<file path="config.mk">
export PLATFORM = sky130hd
export DESIGN_NAME = ep0_stage_ctrl
export DESIGN_NICKNAME = d
export VERILOG_FILES = /design/src/rtl/ep0_pkg.sv /design/src/rtl/ep0_req_capture.sv /design/src/rtl/ep0_stage_fsm.sv /design/src/rtl/ep0_resp_ctrl.sv /design/src/rtl/ep0_stage_ctrl.sv
export SDC_FILE = /design/constraint.sdc
export NUM_CORES = 1
export LEC_CHECK = 0
export BUFFER_PORTS_ARGS = -buffer_cell sky130_fd_sc_hd__buf_4
export CAP_MARGIN = 20
export CORE_AREA = 10 10 93 95
export CTS_CLUSTER_DIAMETER = 80
export DETAILED_ROUTE_END_ITERATION = 16
export DIE_AREA = 0 0 103 105
export PLACE_DENSITY_LB_ADDON = 0.15
export SLEW_MARGIN = 20
export SYNTH_ARGS = -nofsm -noshare
export SYNTH_HDL_FRONTEND = slang
export SYNTH_SLANG_ARGS = --single-unit
</file>
<file path="constraint.sdc">
create_clock -name clk -period 2.9 [get_ports clk]
set_clock_uncertainty 0.2 [all_clocks]
set_input_delay 0.145 -clock clk [delete_from_list [all_inputs] [get_ports clk]]
set_output_delay 0.145 -clock clk [all_outputs]
set_load 0.01 [all_outputs]
</file>
<file path="src/rtl/ep0_pkg.sv">
// Shared encodings for the endpoint-zero stage controller.
// Assumes: codes below are visible at the top ports and must stay fixed.
package ep0_pkg;
    typedef enum logic [2:0] {
        ST_IDLE  = 3'd0,
        ST_SETUP = 3'd1,
        ST_DIN   = 3'd2,
        ST_DOUT  = 3'd3,
        ST_SIN   = 3'd4,
        ST_SOUT  = 3'd5,
        ST_HALT  = 3'd6
    } stage_e;

    typedef enum logic [1:0] {
        RSP_NAK   = 2'd0,
        RSP_STALL = 2'd1,
        RSP_BUF   = 2'd2
    } rsp_e;

    typedef enum logic [2:0] {
        HS_NONE  = 3'd0,
        HS_ACK   = 3'd1,
        HS_NAK   = 3'd2,
        HS_STALL = 3'd3,
        HS_DATA  = 3'd4,
        HS_ZLP   = 3'd5
    } hs_e;

    typedef enum logic [1:0] {
        XT_NODATA = 2'd0,
        XT_READ   = 2'd1,
        XT_WRITE  = 2'd2
    } xtype_e;

    typedef enum logic [2:0] {
        TK_NONE   = 3'd0,
        TK_DATA   = 3'd1,
        TK_STATUS = 3'd2,
        TK_ERR    = 3'd3,
        TK_OTHER  = 3'd4
    } tok_e;
endpackage

</file>
<file path="src/rtl/ep0_req_capture.sv">
// Stores the request image carried with a SETUP event as NFIELD fields
// and classifies the transfer from the direction bit and the last field.
// Assumes: field 0 holds the request-type byte in its low byte; the last
// field is the length.
module ep0_req_capture
    import ep0_pkg::*;
#(
    parameter int FIELD_W = 16,
    parameter int NFIELD  = 4,
    parameter int DIR_BIT = 7
) (
    input  logic                      clk,
    input  logic                      rst_n,
    input  logic                      setup_pkt,
    input  logic [FIELD_W*NFIELD-1:0] setup_bytes,
    output logic [FIELD_W*NFIELD-1:0] fields,
    output xtype_e                    xtype
);
    localparam int LEN_LSB = FIELD_W * (NFIELD - 1);

    for (genvar g = 0; g < NFIELD; g++) begin : g_field
        // Load one field when a SETUP arrives.
        always_ff @(posedge clk) begin
            if (!rst_n)
                fields[g*FIELD_W +: FIELD_W] <= '0;
            else if (setup_pkt)
                fields[g*FIELD_W +: FIELD_W] <= setup_bytes[g*FIELD_W +: FIELD_W];
        end
    end

    // Classify from the stored direction bit and length field.
    always_comb begin
        if (fields[LEN_LSB +: FIELD_W] == '0)
            xtype = XT_NODATA;
        else if (fields[DIR_BIT])
            xtype = XT_READ;
        else
            xtype = XT_WRITE;
    end
endmodule

</file>
<file path="src/rtl/ep0_stage_fsm.sv">
// Stage machine: sorts each token into data, status, error or other
// and advances the stage; pulses on stage change and on sequence error.
// Assumes: at most one of setup_pkt, in_tok, out_tok per cycle.
module ep0_stage_fsm
    import ep0_pkg::*;
(
    input  logic   clk,
    input  logic   rst_n,
    input  logic   setup_pkt,
    input  logic   in_tok,
    input  logic   out_tok,
    input  xtype_e xtype,
    input  logic   done_ok,
    output stage_e stage,
    output tok_e   tok_kind,
    output logic   stage_irq,
    output logic   seq_err
);
    stage_e stage_nx;

    // Token classification and next stage.
    always_comb begin
        tok_kind = TK_NONE;
        stage_nx = stage;
        if (setup_pkt) begin
            stage_nx = ST_SETUP;
        end else if (in_tok || out_tok) begin
            unique case (stage)
                ST_SETUP: begin
                    if (xtype == XT_READ && in_tok) begin
                        tok_kind = TK_DATA;   stage_nx = ST_DIN;
                    end else if (xtype == XT_WRITE && out_tok) begin
                        tok_kind = TK_DATA;   stage_nx = ST_DOUT;
                    end else if (xtype == XT_NODATA && in_tok) begin
                        tok_kind = TK_STATUS; stage_nx = ST_SIN;
                    end else begin
                        tok_kind = TK_ERR;
                    end
                end
                ST_DIN: begin
                    if (in_tok) tok_kind = TK_DATA;
                    else begin tok_kind = TK_STATUS; stage_nx = ST_SOUT; end
                end
                ST_DOUT: begin
                    if (out_tok) tok_kind = TK_DATA;
                    else begin tok_kind = TK_STATUS; stage_nx = ST_SIN; end
                end
                ST_SIN:  tok_kind = in_tok  ? TK_STATUS : TK_ERR;
                ST_SOUT: tok_kind = out_tok ? TK_STATUS : TK_ERR;
                default: tok_kind = TK_OTHER;
            endcase
            if (tok_kind == TK_ERR)
                stage_nx = ST_HALT;
            else if (tok_kind == TK_STATUS && done_ok)
                stage_nx = ST_IDLE;
        end
    end

    // Stage register with change and error pulses.
    always_ff @(posedge clk) begin
        if (!rst_n) begin
            stage     <= ST_IDLE;
            stage_irq <= 1'b0;
            seq_err   <= 1'b0;
        end else begin
            stage     <= stage_nx;
            stage_irq <= (stage_nx != stage);
            seq_err   <= (tok_kind == TK_ERR);
        end
    end
endmodule

</file>
<file path="src/rtl/ep0_resp_ctrl.sv">
// Software-visible flags, response setting, data toggle and the reply
// chosen for each event.
// Assumes: tok_kind comes from the stage machine in the same cycle.
module ep0_resp_ctrl
    import ep0_pkg::*;
(
    input  logic       clk,
    input  logic       rst_n,
    input  logic       setup_pkt,
    input  logic       in_tok,
    input  tok_e       tok_kind,
    input  logic       sw_clr_valid,
    input  logic       sw_rsp_wr,
    input  logic [1:0] sw_rsp,
    input  logic       sw_ccpl_set,
    output logic       req_valid,
    output logic       ccpl,
    output rsp_e       rsp,
    output hs_e        hs,
    output logic       pid,
    output logic       done_ok
);
    logic toggle;
    logic rsp_wr_ok;

    assign done_ok   = ccpl && !req_valid;
    assign rsp_wr_ok = sw_rsp_wr && (sw_rsp != 2'd3) &&
                       !(req_valid && sw_rsp == RSP_BUF);

    // Request-valid flag and control-complete bit.
    always_ff @(posedge clk) begin
        if (!rst_n) begin
            req_valid <= 1'b0;
            ccpl      <= 1'b0;
        end else if (setup_pkt) begin
            req_valid <= 1'b1;
            ccpl      <= 1'b0;
        end else begin
            if (sw_clr_valid) req_valid <= 1'b0;
            if (sw_ccpl_set && !req_valid) ccpl <= 1'b1;
        end
    end

    // Response setting: SETUP forces NAK, error forces STALL, else software.
    always_ff @(posedge clk) begin
        if (!rst_n)
            rsp <= RSP_NAK;
        else if (setup_pkt)
            rsp <= RSP_NAK;
        else if (tok_kind == TK_ERR)
            rsp <= RSP_STALL;
        else if (rsp_wr_ok)
            rsp <= rsp_e'(sw_rsp);
    end

    // Reply, PID and toggle for each event.
    always_ff @(posedge clk) begin
        if (!rst_n) begin
            hs     <= HS_NONE;
            pid    <= 1'b0;
            toggle <= 1'b1;
        end else begin
            hs <= HS_NONE;
            if (setup_pkt) begin
                hs     <= HS_ACK;
                pid    <= 1'b0;
                toggle <= 1'b1;
            end else begin
                unique case (tok_kind)
                    TK_DATA: begin
                        pid <= toggle;
                        if (rsp == RSP_BUF) begin
                            hs     <= in_tok ? HS_DATA : HS_ACK;
                            toggle <= !toggle;
                        end else begin
                            hs <= (rsp == RSP_STALL) ? HS_STALL : HS_NAK;
                        end
                    end
                    TK_STATUS: begin
                        pid    <= 1'b1;
                        toggle <= 1'b1;
                        if (done_ok)
                            hs <= in_tok ? HS_ZLP : HS_ACK;
                        else
                            hs <= (rsp == RSP_STALL) ? HS_STALL : HS_NAK;
                    end
                    TK_ERR: begin
                        pid <= toggle;
                        hs  <= HS_STALL;
                    end
                    TK_OTHER: begin
                        pid <= toggle;
                        hs  <= (rsp == RSP_STALL) ? HS_STALL : HS_NAK;
                    end
                    default: ;
                endcase
            end
        end
    end
endmodule

</file>
<file path="src/rtl/ep0_stage_ctrl.sv">
// Top: endpoint-zero control-transfer stage controller. Ties the request
// store, the stage machine and the response logic to the ports.
// Assumes: events are one-cycle pulses, at most one per cycle.
module ep0_stage_ctrl
    import ep0_pkg::*;
#(
    parameter int FIELD_W = 16,
    parameter int NFIELD  = 4
) (
    input  logic                      clk,
    input  logic                      rst_n,
    input  logic                      setup_pkt_i,
    input  logic [FIELD_W*NFIELD-1:0] setup_bytes_i,
    input  logic                      in_tok_i,
    input  logic                      out_tok_i,
    input  logic                      sw_clr_valid_i,
    input  logic                      sw_rsp_wr_i,
    input  logic [1:0]                sw_rsp_i,
    input  logic                      sw_ccpl_set_i,
    output logic                      req_valid_o,
    output logic                      ccpl_o,
    output logic [1:0]                rsp_o,
    output logic [2:0]                hs_o,
    output logic                      pid_o,
    output logic [2:0]                stage_o,
    output logic                      stage_irq_o,
    output logic                      seq_err_o,
    output logic [1:0]                xfer_type_o,
    output logic [FIELD_W-1:0]        req_o,
    output logic [FIELD_W-1:0]        value_o,
    output logic [FIELD_W-1:0]        index_o,
    output logic [FIELD_W-1:0]        length_o
);
    logic [FIELD_W*NFIELD-1:0] fields;
    xtype_e xtype;
    stage_e stage;
    tok_e   tok_kind;
    rsp_e   rsp;
    hs_e    hs;
    logic   done_ok;

    ep0_req_capture #(.FIELD_W(FIELD_W), .NFIELD(NFIELD)) u_req (
        .clk(clk), .rst_n(rst_n), .setup_pkt(setup_pkt_i),
        .setup_bytes(setup_bytes_i), .fields(fields), .xtype(xtype)
    );

    ep0_stage_fsm u_fsm (
        .clk(clk), .rst_n(rst_n), .setup_pkt(setup_pkt_i),
        .in_tok(in_tok_i), .out_tok(out_tok_i), .xtype(xtype),
        .done_ok(done_ok), .stage(stage), .tok_kind(tok_kind),
        .stage_irq(stage_irq_o), .seq_err(seq_err_o)
    );

    ep0_resp_ctrl u_rsp (
        .clk(clk), .rst_n(rst_n), .setup_pkt(setup_pkt_i),
        .in_tok(in_tok_i), .tok_kind(tok_kind),
        .sw_clr_valid(sw_clr_valid_i), .sw_rsp_wr(sw_rsp_wr_i),
        .sw_rsp(sw_rsp_i), .sw_ccpl_set(sw_ccpl_set_i),
        .req_valid(req_valid_o), .ccpl(ccpl_o), .rsp(rsp), .hs(hs),
        .pid(pid_o), .done_ok(done_ok)
    );

    assign stage_o     = stage;
    assign rsp_o       = rsp;
    assign hs_o        = hs;
    assign xfer_type_o = xtype;
    assign req_o       = fields[0*FIELD_W +: FIELD_W];
    assign value_o     = fields[1*FIELD_W +: FIELD_W];
    assign index_o     = fields[2*FIELD_W +: FIELD_W];
    assign length_o    = fields[(NFIELD-1)*FIELD_W +: FIELD_W];
endmodule

</file>
# After elaboration in Yosys (flattened, before gate mapping)
# Index checks and enable logic that the tools add are counted.
# Widths: inputs -> output; s select.
dict set report classes {
  n_bitwise 1
  n_eq_ne 19
  n_mux 38
  reduce_logical 23
}
# op n
set ops {}
lappend ops {{$mux 3} 19}
lappend ops {{$eq 3x2->1 const B} 6}
lappend ops {{$logic_not 16->1} 1}
lappend ops {{$pmux 3 s5} 1}
lappend ops {{$pmux 3 s4} 1}
lappend ops {{$mux 1} 10}
lappend ops {{$eq 3x3->1 const B} 3}
lappend ops {{$logic_and 1x1->1} 9}
lappend ops {{$pmux 3 s3} 1}
lappend ops {{$mux 2} 4}
lappend ops {{$reduce_bool 2->1} 4}
lappend ops {{$eq 2x2->1 const B} 3}
lappend ops {{$eq 3x1->1 const B} 2}
lappend ops {{$reduce_or 3->1} 2}
lappend ops {{$eq 2x1->1 const B} 2}
lappend ops {{$pmux 1 s2} 2}
lappend ops {{$logic_not 1->1} 3}
lappend ops {{$ne 3x3->1} 1}
lappend ops {{$logic_not 2->1} 1}
lappend ops {{$ne 2x1->1 const B} 1}
lappend ops {{$ne 2x2->1 const B} 1}
lappend ops {{$reduce_and 2->1} 1}
lappend ops {{$reduce_or 2->1} 1}
lappend ops {{$logic_or 1x1->1} 1}
lappend ops {{$not 1->1} 1}
dict set report totals {
  in_bits 74
  word_cells 96
  ff_bits 78
}

# Logic depth before layout (Yosys ltp)
# Gate-level depths: netlist (run 1).
dict set report depth {
  word_depth 17
  depth_mapped 7
  ltp_nobuf 6
}

# Cells and area by module
# A second synthesis (run 1) with hierarchy kept.
dict set report hier_totals {
  cells_unflattened 352
  area_unflattened_um2 3583.4
}
# module area_each_um2 seq_area_each_um2 instances cells_each
set by_module_without_submodules {}
lappend by_module_without_submodules {ep0_req_capture 2497.4 1281.2 1 213}
lappend by_module_without_submodules {ep0_stage_fsm 593.1 100.1 1 84}
lappend by_module_without_submodules {ep0_resp_ctrl 493.0 180.2 1 55}

# Worst setup path after synthesis (run 1)
# OpenSTA, ideal clock, no wires.
dict set report synth_path {
  kind {register to register}
  startpoint {register u_fsm.stage[0]}
  endpoint {register u_fsm.stage_irq}
  path_slack_ps 888
  arrival_time_ps 1692
  n_path_buf 0
  t_required_ps 2580
  synth_period_minus_slack_ps 2012
  stages_incl_launch_ff 7
  setup_time_ps 120
  cell_sequence {dfxtp_1 > mux2_4 > mux2i_2 > a22oi_1 > a41o_1 > a21oi_1 > o31a_1}
}
dict set report synth_via {
  elab_chain_cells 11
  elab_cells_between_ends 22
}
# item line_no
set synth_lines {}
lappend synth_lines {{start: declaration} ep0_stage_fsm.sv:14} ;# output stage_e stage,
lappend synth_lines {{start signal: assignment} ep0_stage_fsm.sv:66} ;# stage <= stage_nx;
lappend synth_lines {{$eq 3x3->1, or another cell as far along} ep0_stage_fsm.sv:28} ;# unique case (stage)
lappend synth_lines {{$pmux 3 s5} ep0_stage_fsm.sv:28}
lappend synth_lines {{$mux 3} ep0_stage_fsm.sv:27} ;# end else if (in_tok || out_tok) begin
lappend synth_lines {{$mux 3} ep0_stage_fsm.sv:25} ;# if (setup_pkt) begin
lappend synth_lines {{$eq 3x2->1} ep0_stage_fsm.sv:54} ;# else if (tok_kind == TK_STATUS && done_ok)
lappend synth_lines {{$logic_and 1x1->1} ep0_stage_fsm.sv:54}
lappend synth_lines {{$mux 3} ep0_stage_fsm.sv:54}
lappend synth_lines {{$mux 3} ep0_stage_fsm.sv:52} ;# if (tok_kind == TK_ERR)
lappend synth_lines {{$mux 3} ep0_stage_fsm.sv:27}
lappend synth_lines {{$mux 3} ep0_stage_fsm.sv:25}
lappend synth_lines {{$ne 3x3->1 *} ep0_stage_fsm.sv:67} ;# stage_irq <= (stage_nx != stage);
lappend synth_lines {{end signal: assignment} ep0_stage_fsm.sv:67}
lappend synth_lines {{end: declaration} ep0_stage_fsm.sv:16} ;# output logic stage_irq,
# Every way passes the cells marked *; elsewhere a longest branch is shown, timed or not. The select of a mux whose other input is x is not followed.
# A chain may end at the register's enable or synchronous reset.

# Worst setup path after layout (run 1)
dict set report layout_path {
  startpoint {register u_fsm.stage[0]}
  endpoint {register u_rsp.rsp[1]}
}
dict set report layout_via {
  elab_chain_cells 8
  elab_cells_between_ends 12
}
# item line_no
set layout_lines {}
lappend layout_lines {{$eq 3x3->1, or another cell as far along} ep0_stage_fsm.sv:28}
lappend layout_lines {{$pmux 3 s5 *} ep0_stage_fsm.sv:28}
lappend layout_lines {{$mux 3 *} ep0_stage_fsm.sv:27}
lappend layout_lines {{$mux 3 *} ep0_stage_fsm.sv:25}
lappend layout_lines {{$mux 3 *} ep0_stage_fsm.sv:27}
lappend layout_lines {{$mux 3 *} ep0_stage_fsm.sv:25}
lappend layout_lines {{$eq 3x2->1 *} ep0_resp_ctrl.sv:50} ;# else if (tok_kind == TK_ERR)
lappend layout_lines {{$reduce_or 3->1 (no line) *} -}
lappend layout_lines {{end signal: assignment} ep0_resp_ctrl.sv:53} ;# rsp <= rsp_e'(sw_rsp);
lappend layout_lines {{end: declaration} ep0_resp_ctrl.sv:18} ;# output rsp_e rsp,
# Marks and branches as above.

==> results.sh, run 1 <==
export IMPL_coreArea_mm2=0.006756
export IMPL_power_leakage_nw=2.567
export IMPL_number_of_synthesized_flops_with_an_enable_pin=0
export IMPL_critical_path_arrival_ns=2.69
export IMPL_worst_path_dominant_cell_family="flip-flops"
export IMPL_largest_net_degree_at_the_start_of_global_routing=64
export IMPL_layout_cell_area_non_filler_mm2=0.005525
export IMPL_worst_ep_required_ns=2.92
export IMPL_worst_max_slew_margin_expressed_relative_to_the_limit=0.4500
export IMPL_final_layout_size_suffix_gt1_frac=0.3273
export IMPL_max_cap_viol_count=0
export IMPL_antenna_found_initial=0
export IMPL_clkTransAtPathRegs_ns=0.08
export IMPL_number_of_nets_with_antenna_violations_after_detailed_routing=0
export IMPL_design_die_area_mm2=0.01082
export IMPL_first_global_vias=3485
export IMPL_timing_final_crit_period_ns=2.663
export IMPL_critical_path_peak_fanout=14
export IMPL_cp_slowest_stage_delay_ns=0.62
export IMPL_synth_cell_type_count=52
export IMPL_synth_fp_nets=405
export IMPL_clock_sinks=78
export IMPL_share_of_the_synthesized_area_in_the_top_cell_type=0.4595
export IMPL_worstHoldPathType="in -> reg"
export IMPL_dr_pass1_iters=4
export IMPL_max_vdd_ir_drop_mv=0.3494
export IMPL_cts_htree_levels=3
export IMPL_placement_rows=30
export IMPL_grt_use_total=0.2089
export IMPL_max_freq_mhz=375.5
export IMPL_slew_violations=0
export IMPL_die_height_um=105
export IMPL_cts_post_setup_buffers_inserted=0
export IMPL_average_footprint_of_a_synthesized_cell_um2=10.27
export IMPL_drt_vias_per_instance=5.097
export IMPL_grt_overflow_total=0
export IMPL_setup_violations=0
export IMPL_synth_area_leaders="sky130_fd_sc_hd__dfxtp_1, sky130_fd_sc_hd__mux2i_1, sky130_fd_sc_hd__nor2b_1, sky130_fd_sc_hd__buf_6, sky130_fd_sc_hd__nor2_1"
export IMPL_min_delay_start="setup_pkt_i"
export IMPL_cell_at_the_root_of_the_clock_tree="sky130_fd_sc_hd__clkbuf_8"
export IMPL_finalHoldViolCount=0
export IMPL_crit_path_top_delay_cell="sky130_fd_sc_hd__dfxtp_1"
export IMPL_postPlaceCellArea_mm2=0.004529
export IMPL_path_buf_inv=1
export IMPL_fin_nets=625
export IMPL_numCtsBuffers=9
export IMPL_crit_path_end_kind="flop"
export IMPL_area_delta_synth_final_pct=62.59
export IMPL_worstMarginPinSlew_ns=0.8249
export IMPL_diodes=0
export IMPL_ys_async_sr_fraction=0
export IMPL_post_synth_top_area_cell="sky130_fd_sc_hd__dfxtp_1"
export IMPL_timing_critical_path_from="u_fsm.stage[0]$_SDFF_PN0_"
export IMPL_setup_tns_ns=0
export IMPL_pwr_density_cell_mw_per_mm2=484.5
export IMPL_vias_after_detailed_routing=3242
export IMPL_synthesis_instances=331
export IMPL_finalWirelength_um=11360
export IMPL_rsz_0062_raised_after_global_routing="no"
export IMPL_start_util=0.5030
export IMPL_die_w_um=103
export IMPL_grt_first_pass_wirelength_um=18010
export IMPL_worstPathCellList="mux2_4 > o22ai_1 > o21a_4 > nand2_2 > nor2_1 > nor4_1 > dlygate4sd3_1"
export IMPL_top_level_ports=153
export IMPL_routedWlPerCell_um=17.86
export IMPL_ys_dominant_reg_cell="sky130_fd_sc_hd__dfxtp_1"
export IMPL_place_congestion=0.9435
export IMPL_ctsLongestPathBuffers=2
export IMPL_first_drt_iteration_drcs=172
export IMPL_detail_route_drc_violations=0
export IMPL_dp_hpwl_um=7241
export IMPL_worst_skew_pair_late_latency_ns=0.34
export IMPL_tritoncts_clock_tree="built"
export IMPL_synth_cell_area_mm2=0.003398
export IMPL_rr_startpoint="u_fsm.stage[0]$_SDFF_PN0_"
export IMPL_worstSetupPathType="reg -> reg"
export IMPL_status="finished, final reports clean"
export IMPL_synthesis_yosys_warnings=0
export IMPL_synth_ff_latch_count=78
export IMPL_port_buffers=152
export IMPL_startpoint_type_of_the_worst_setup_path="flop"
export IMPL_synth_yosys_seq_area_share=0.4595
export IMPL_final_period_util=0.9183
## per-stage QoR
stage	worst slack (ns)	utilization	hold WS [ns]	power, W	std cells
after floorplan	0.8884	-	0.08969	0.001443	331
after global placement	0.6316	0.6704	0.1856	0.001652	544
after detailed placement	0.5685	0.6704	0.1868	0.001662	544
after CTS	0.1492	0.8174	0.2917	0.002680	636
after global routing	0.05144	0.8178	0.3075	0.002787	636
final	0.2371	0.8178	0.3036	0.002677	636
## area by class of cell
type | count | area, µm²
Tap cell | 80 | 100.1
Fill cell | 390 | 1231
Sequential cell | 78 | 1562
Clock inverter | 4 | 77.57
Timing Repair Buffer | 230 | 1917
Multi-Input combinational cell | 226 | 1692
Clock buffer | 12 | 155.1
Inverter | 6 | 22.52
## worst min-delay path, delay by kind of cell
family	cells	cell delay, ns
buffers and inverters	1	0.36
muxes	1	0.20
and+or+nand+nor	1	0.09
## metal layers
layer  GRT usage  vias up  part of all wire
met5           0        -                 0
met4     0.07952        0             0.021
met3     0.07839       17             0.093
met2      0.3647      135              0.52
met1      0.2192     1502              0.37
li1            -     1588                 -
## synth_stat cells (all sizes together) (3+ instances only)
library cell   n
buf           13
o21a           3
nand2b         5
inv            6
a21oi          7
clkbuf         8
nor2b         69
nor4           5
o21ai          8
nand2          6
dfxtp         78
a31oi          5
nor2          14
mux2i         65
## state kept, by name, indices dropped and copies added (netlist names), 2 cells and up
| name | flops |
|---|---|
| u_fsm.stage | 3 |
| u_req.fields | 64 |
| u_rsp.hs | 3 |
| u_rsp.rsp | 2 |
## report_power, final
part           internal (W)  switching [W]  total, W
clock              0.000538       0.000405  0.000942
sequential          0.00113      0.0000504   0.00118
combinational      0.000319       0.000231  0.000551
## cells in the final DEF (no fill, tap or decap), types with 2 or more instances in the layout
cell type                       count
sky130_fd_sc_hd__buf_4            154
sky130_fd_sc_hd__dfxtp_1           78
sky130_fd_sc_hd__dlygate4sd3_1     76
sky130_fd_sc_hd__nor2b_1           69
sky130_fd_sc_hd__mux2i_1           64
sky130_fd_sc_hd__nor2_1            13
sky130_fd_sc_hd__clkbuf_8          11
sky130_fd_sc_hd__a21oi_1            7
sky130_fd_sc_hd__o21ai_0            7
sky130_fd_sc_hd__inv_1              6
sky130_fd_sc_hd__nor4_1             5
sky130_fd_sc_hd__nand2_1            5
sky130_fd_sc_hd__nand2b_1           5
sky130_fd_sc_hd__a31oi_1            4
sky130_fd_sc_hd__o22ai_1            2
sky130_fd_sc_hd__and3_1             2
sky130_fd_sc_hd__a21boi_0           2
sky130_fd_sc_hd__a221oi_1           2
sky130_fd_sc_hd__nor3_1             2
sky130_fd_sc_hd__a211o_1            2
sky130_fd_sc_hd__o21a_1             2
sky130_fd_sc_hd__nand4_1            2
sky130_fd_sc_hd__or3_1              2
sky130_fd_sc_hd__a211oi_1           2
sky130_fd_sc_hd__o31a_1             2
sky130_fd_sc_hd__bufinv_16          2
## worst paths after layout
kind / endpoint / cells after the start / slack [ns]
max: u_rsp.rsp[1]$_SDFFE_PP0P_ / 7 / 0.24
min: u_req.fields[3]$_SDFFE_PN0P_ / 3 / 0.30
max reg2reg: u_rsp.rsp[1]$_SDFFE_PP0P_ / 7 / 0.24
min reg2reg: u_rsp.pid$_SDFFE_PP0P_ / 2 / 0.30
## cells by family after synthesis
logic type / synth area share
AO/OA/AOI/OAI: 0.09499
AND/OR/NAND/NOR: 0.2018
buffers and inverters: 0.04345
multiplexers: 0.2003
flip-flops: 0.4595
## what timing repair did
action                                  CTS  global route
endpoints found under the setup margin    0             1
endpoints found under the hold margin    73             0
resized for setup                         0             2
hold buffers                             76             0
Note: power is estimated with default switching activity, not from simulation.
==> run 2: changes to the inputs <==
Settings changed: CORE_AREA 10 10 93 95 to 10 10 97 99, DIE_AREA 0 0 103 105 to 0 0 107 109.
Clock period 2.9 ns to 2.6 ns, I/O delays scaled along.
==> run 2 against run 1 <==
  * First-iteration DRC count fell by 40%
  * Non-clock buffer count did not move
  * Core utilization fell by 8.1 points
  * Via count rose by 0.12%
  * Worst hold slack got worse by 0.16 ns
  * Largest cell class unchanged
  * Highest routed layer unchanged
==> results.sh, run 2 (same netlist as run 1, synthesis figures left out) <==
export IMPL_status="finished, final reports clean"
export IMPL_max_cap_viol_count=0
export IMPL_crit_path_end_kind="flop"
export IMPL_first_drt_iteration_drcs=103
export IMPL_worst_max_slew_margin_expressed_relative_to_the_limit=0.6183
export IMPL_worstSetupEndpoint="u_fsm.stage_irq$_SDFF_PN0_"
export IMPL_first_global_vias=3435
export IMPL_finalHoldViolCount=0
export IMPL_finalWirelength_um=11070
export IMPL_cts_htree_levels=3
export IMPL_die_w_um=107
export IMPL_clock_sinks=78
export IMPL_detail_route_drc_violations=0
export IMPL_max_freq_mhz=409.4
export IMPL_setup_violations=0
export IMPL_dp_hpwl_um=7232
export IMPL_place_worst_setup_slack_ns=0.2758
export IMPL_antenna_found_initial=0
export IMPL_setup_tns_ns=0
export IMPL_worstHoldPathType="in -> reg"
export IMPL_fin_nets=625
export IMPL_power_leakage_nw=2.554
export IMPL_routedWlPerCell_um=16.83
export IMPL_worstMarginPinSlew_ns=0.5718
export IMPL_layout_cell_area_non_filler_mm2=0.005543
export IMPL_mostFrequentLayoutCells="sky130_fd_sc_hd__buf_4, sky130_fd_sc_hd__dfxtp_1, sky130_fd_sc_hd__dlygate4sd3_1"
export IMPL_slew_violations=0
export IMPL_timing_final_crit_period_ns=2.443
export IMPL_port_buffers=152
export IMPL_rr_startpoint="u_req.fields[54]$_SDFFE_PN0P_"
export IMPL_pwr_density_cell_mw_per_mm2=534.6
export IMPL_number_of_nets_with_antenna_violations_after_detailed_routing=0
export IMPL_critical_path_arrival_ns=2.48
export IMPL_vias_after_detailed_routing=3246
export IMPL_worstSetupPathType="reg -> reg"
export IMPL_coreArea_mm2=0.007527
export IMPL_intPower_w=0.002191
export IMPL_combPwrFrac=0.206
export IMPL_grt_first_pass_wirelength_um=17410
export IMPL_cell_at_the_root_of_the_clock_tree="sky130_fd_sc_hd__clkbuf_8"
export IMPL_p_sw_w=0.0007718
export IMPL_layout_setup_ws_ns=0.1574
export IMPL_rsz_0062_raised_after_global_routing="no"
export IMPL_design_die_area_mm2=0.01166
export IMPL_worst_skew_pair_late_latency_ns=0.34
export IMPL_cts_post_setup_buffers_inserted=0
export IMPL_grt_use_total=0.1853
export IMPL_place_congestion=0.9099
export IMPL_final_period_util=0.9395
export IMPL_dr_pass1_iters=4
export IMPL_die_height_um=109
export IMPL_crit_reg2reg_capture="u_fsm.stage_irq$_SDFF_PN0_"
export IMPL_largest_register="u_req.fields"
export IMPL_drt_vias_per_instance=4.933
export IMPL_share_seq_of_total_power=0.444
export IMPL_ctsLongestPathBuffers=2
export IMPL_clockPowerShare=0.350
export IMPL_timing_critical_path_from="u_req.fields[54]$_SDFFE_PN0P_"
export IMPL_largest_register_ffs=64
export IMPL_critical_path_peak_fanout=10
export IMPL_setup_reg_to_reg_worst_slack_ns=0.16
export IMPL_largest_registers="u_req.fields x64, u_fsm.stage x3, u_rsp.hs x3"
export IMPL_diodes=0
export IMPL_length_in_cells_of_the_worst_reg_to_reg_path=6
export IMPL_area_delta_synth_final_pct=63.11
export IMPL_worst_ep_required_ns=2.64
export IMPL_tritoncts_clock_tree="built"
export IMPL_clkTransAtPathRegs_ns=0.09
export IMPL_placement_rows=32
export IMPL_largest_net_degree_at_the_start_of_global_routing=66
export IMPL_cts_repair_resized=0
export IMPL_top_level_ports=153
export IMPL_max_vdd_ir_drop_mv=0.3595
export IMPL_swShare=0.2605
export IMPL_layout_commonest_cell="sky130_fd_sc_hd__buf_4"
export IMPL_final_core_util=0.7364
export IMPL_postPlaceCellArea_mm2=0.004572
export IMPL_start_util=0.4515
export IMPL_startpoint_type_of_the_worst_setup_path="flop"
export IMPL_final_layout_size_suffix_gt1_frac=0.3309
export IMPL_grt_overflow_total=0
export IMPL_numCtsBuffers=9
[run 2: cell count changes in the layout (fill, tap and decap cells not counted), sizes merged]
cell,previous run,this run
clkbuf,12,10
dlygate4sd3,76,74
buf,154,156
clkinvlp,0,2
[run 2: stage by stage]
step / hold WS, ns / power (W) / std cells
6_report: 0.1443 / 0.002963 / 658
5_1_grt: 0.1610 / 0.003090 / 658
4_1_cts: 0.1319 / 0.002977 / 658
3_5_place_dp: 0.1824 / 0.001858 / 568
3_3_place_gp: 0.1712 / 0.001846 / 568
2_1_floorplan: 0.07469 / 0.001609 / 331
[run 2: power by group through the flow]
stage	Sequential (W)	Combinational, W	Clock [W]
6_report	0.00132	0.000609	0.00104
5_1_grt	0.00133	0.000661	0.00110
4_1_cts	0.00131	0.000609	0.00105
3_5_place_dp	0.00134	0.000516	0
3_3_place_gp	0.00134	0.000508	0
2_1_floorplan	0.00136	0.000244	0
[run 2: critical path, cell delays in order (launching register included)]
cell and delay (ns):
sky130_fd_sc_hd__dfxtp_1 0.33, sky130_fd_sc_hd__nor4_1 0.36, sky130_fd_sc_hd__and4_1 0.54, sky130_fd_sc_hd__a221oi_1 0.14
sky130_fd_sc_hd__o21ai_0 0.30, sky130_fd_sc_hd__nor2_1 0.15, sky130_fd_sc_hd__o31a_1 0.31
[run 2: timing repair]
action,in CTS,in global routing
hold buffers,74,0
hold endpoints to repair,74,0
endpoints found under the setup margin,0,0
[run 2: layout make-up]
class / instances / area (µm²)
repair buffers: 230 / 1912
fillers: 523 / 1984
flip-flops and latches: 78 / 1562
clock buffers: 10 / 137.6
well taps: 102 / 127.6
clock inverters: 6 / 92.59
multi-input cells: 226 / 1689
inverters: 6 / 22.52
[run 2: layer usage]
layer / routed length (µm) / GRT usage
met5: 0 / 0
met4: 244 / 0.07737
met3: 1005 / 0.07434
met2: 5688 / 0.3279
met1: 4132 / 0.1920
[run 2: how the worst min path moves through the flow]
stage / from / end / slack (ns) / cells after the start
detailed placement: sw_ccpl_set_i / u_rsp.ccpl$_SDFFE_PP0P_ / 0.18 / 3
finish: setup_pkt_i / u_req.fields[27]$_SDFFE_PN0P_ / 0.14 / 3
global route: setup_pkt_i / u_rsp.req_valid$_SDFFE_PN0P_ / 0.16 / 2
floorplan: sw_ccpl_set_i / u_rsp.ccpl$_SDFFE_PP0P_ / 0.07 / 2
CTS: setup_pkt_i / u_req.fields[30]$_SDFFE_PN0P_ / 0.13 / 3
global placement: sw_ccpl_set_i / u_rsp.ccpl$_SDFFE_PP0P_ / 0.17 / 3
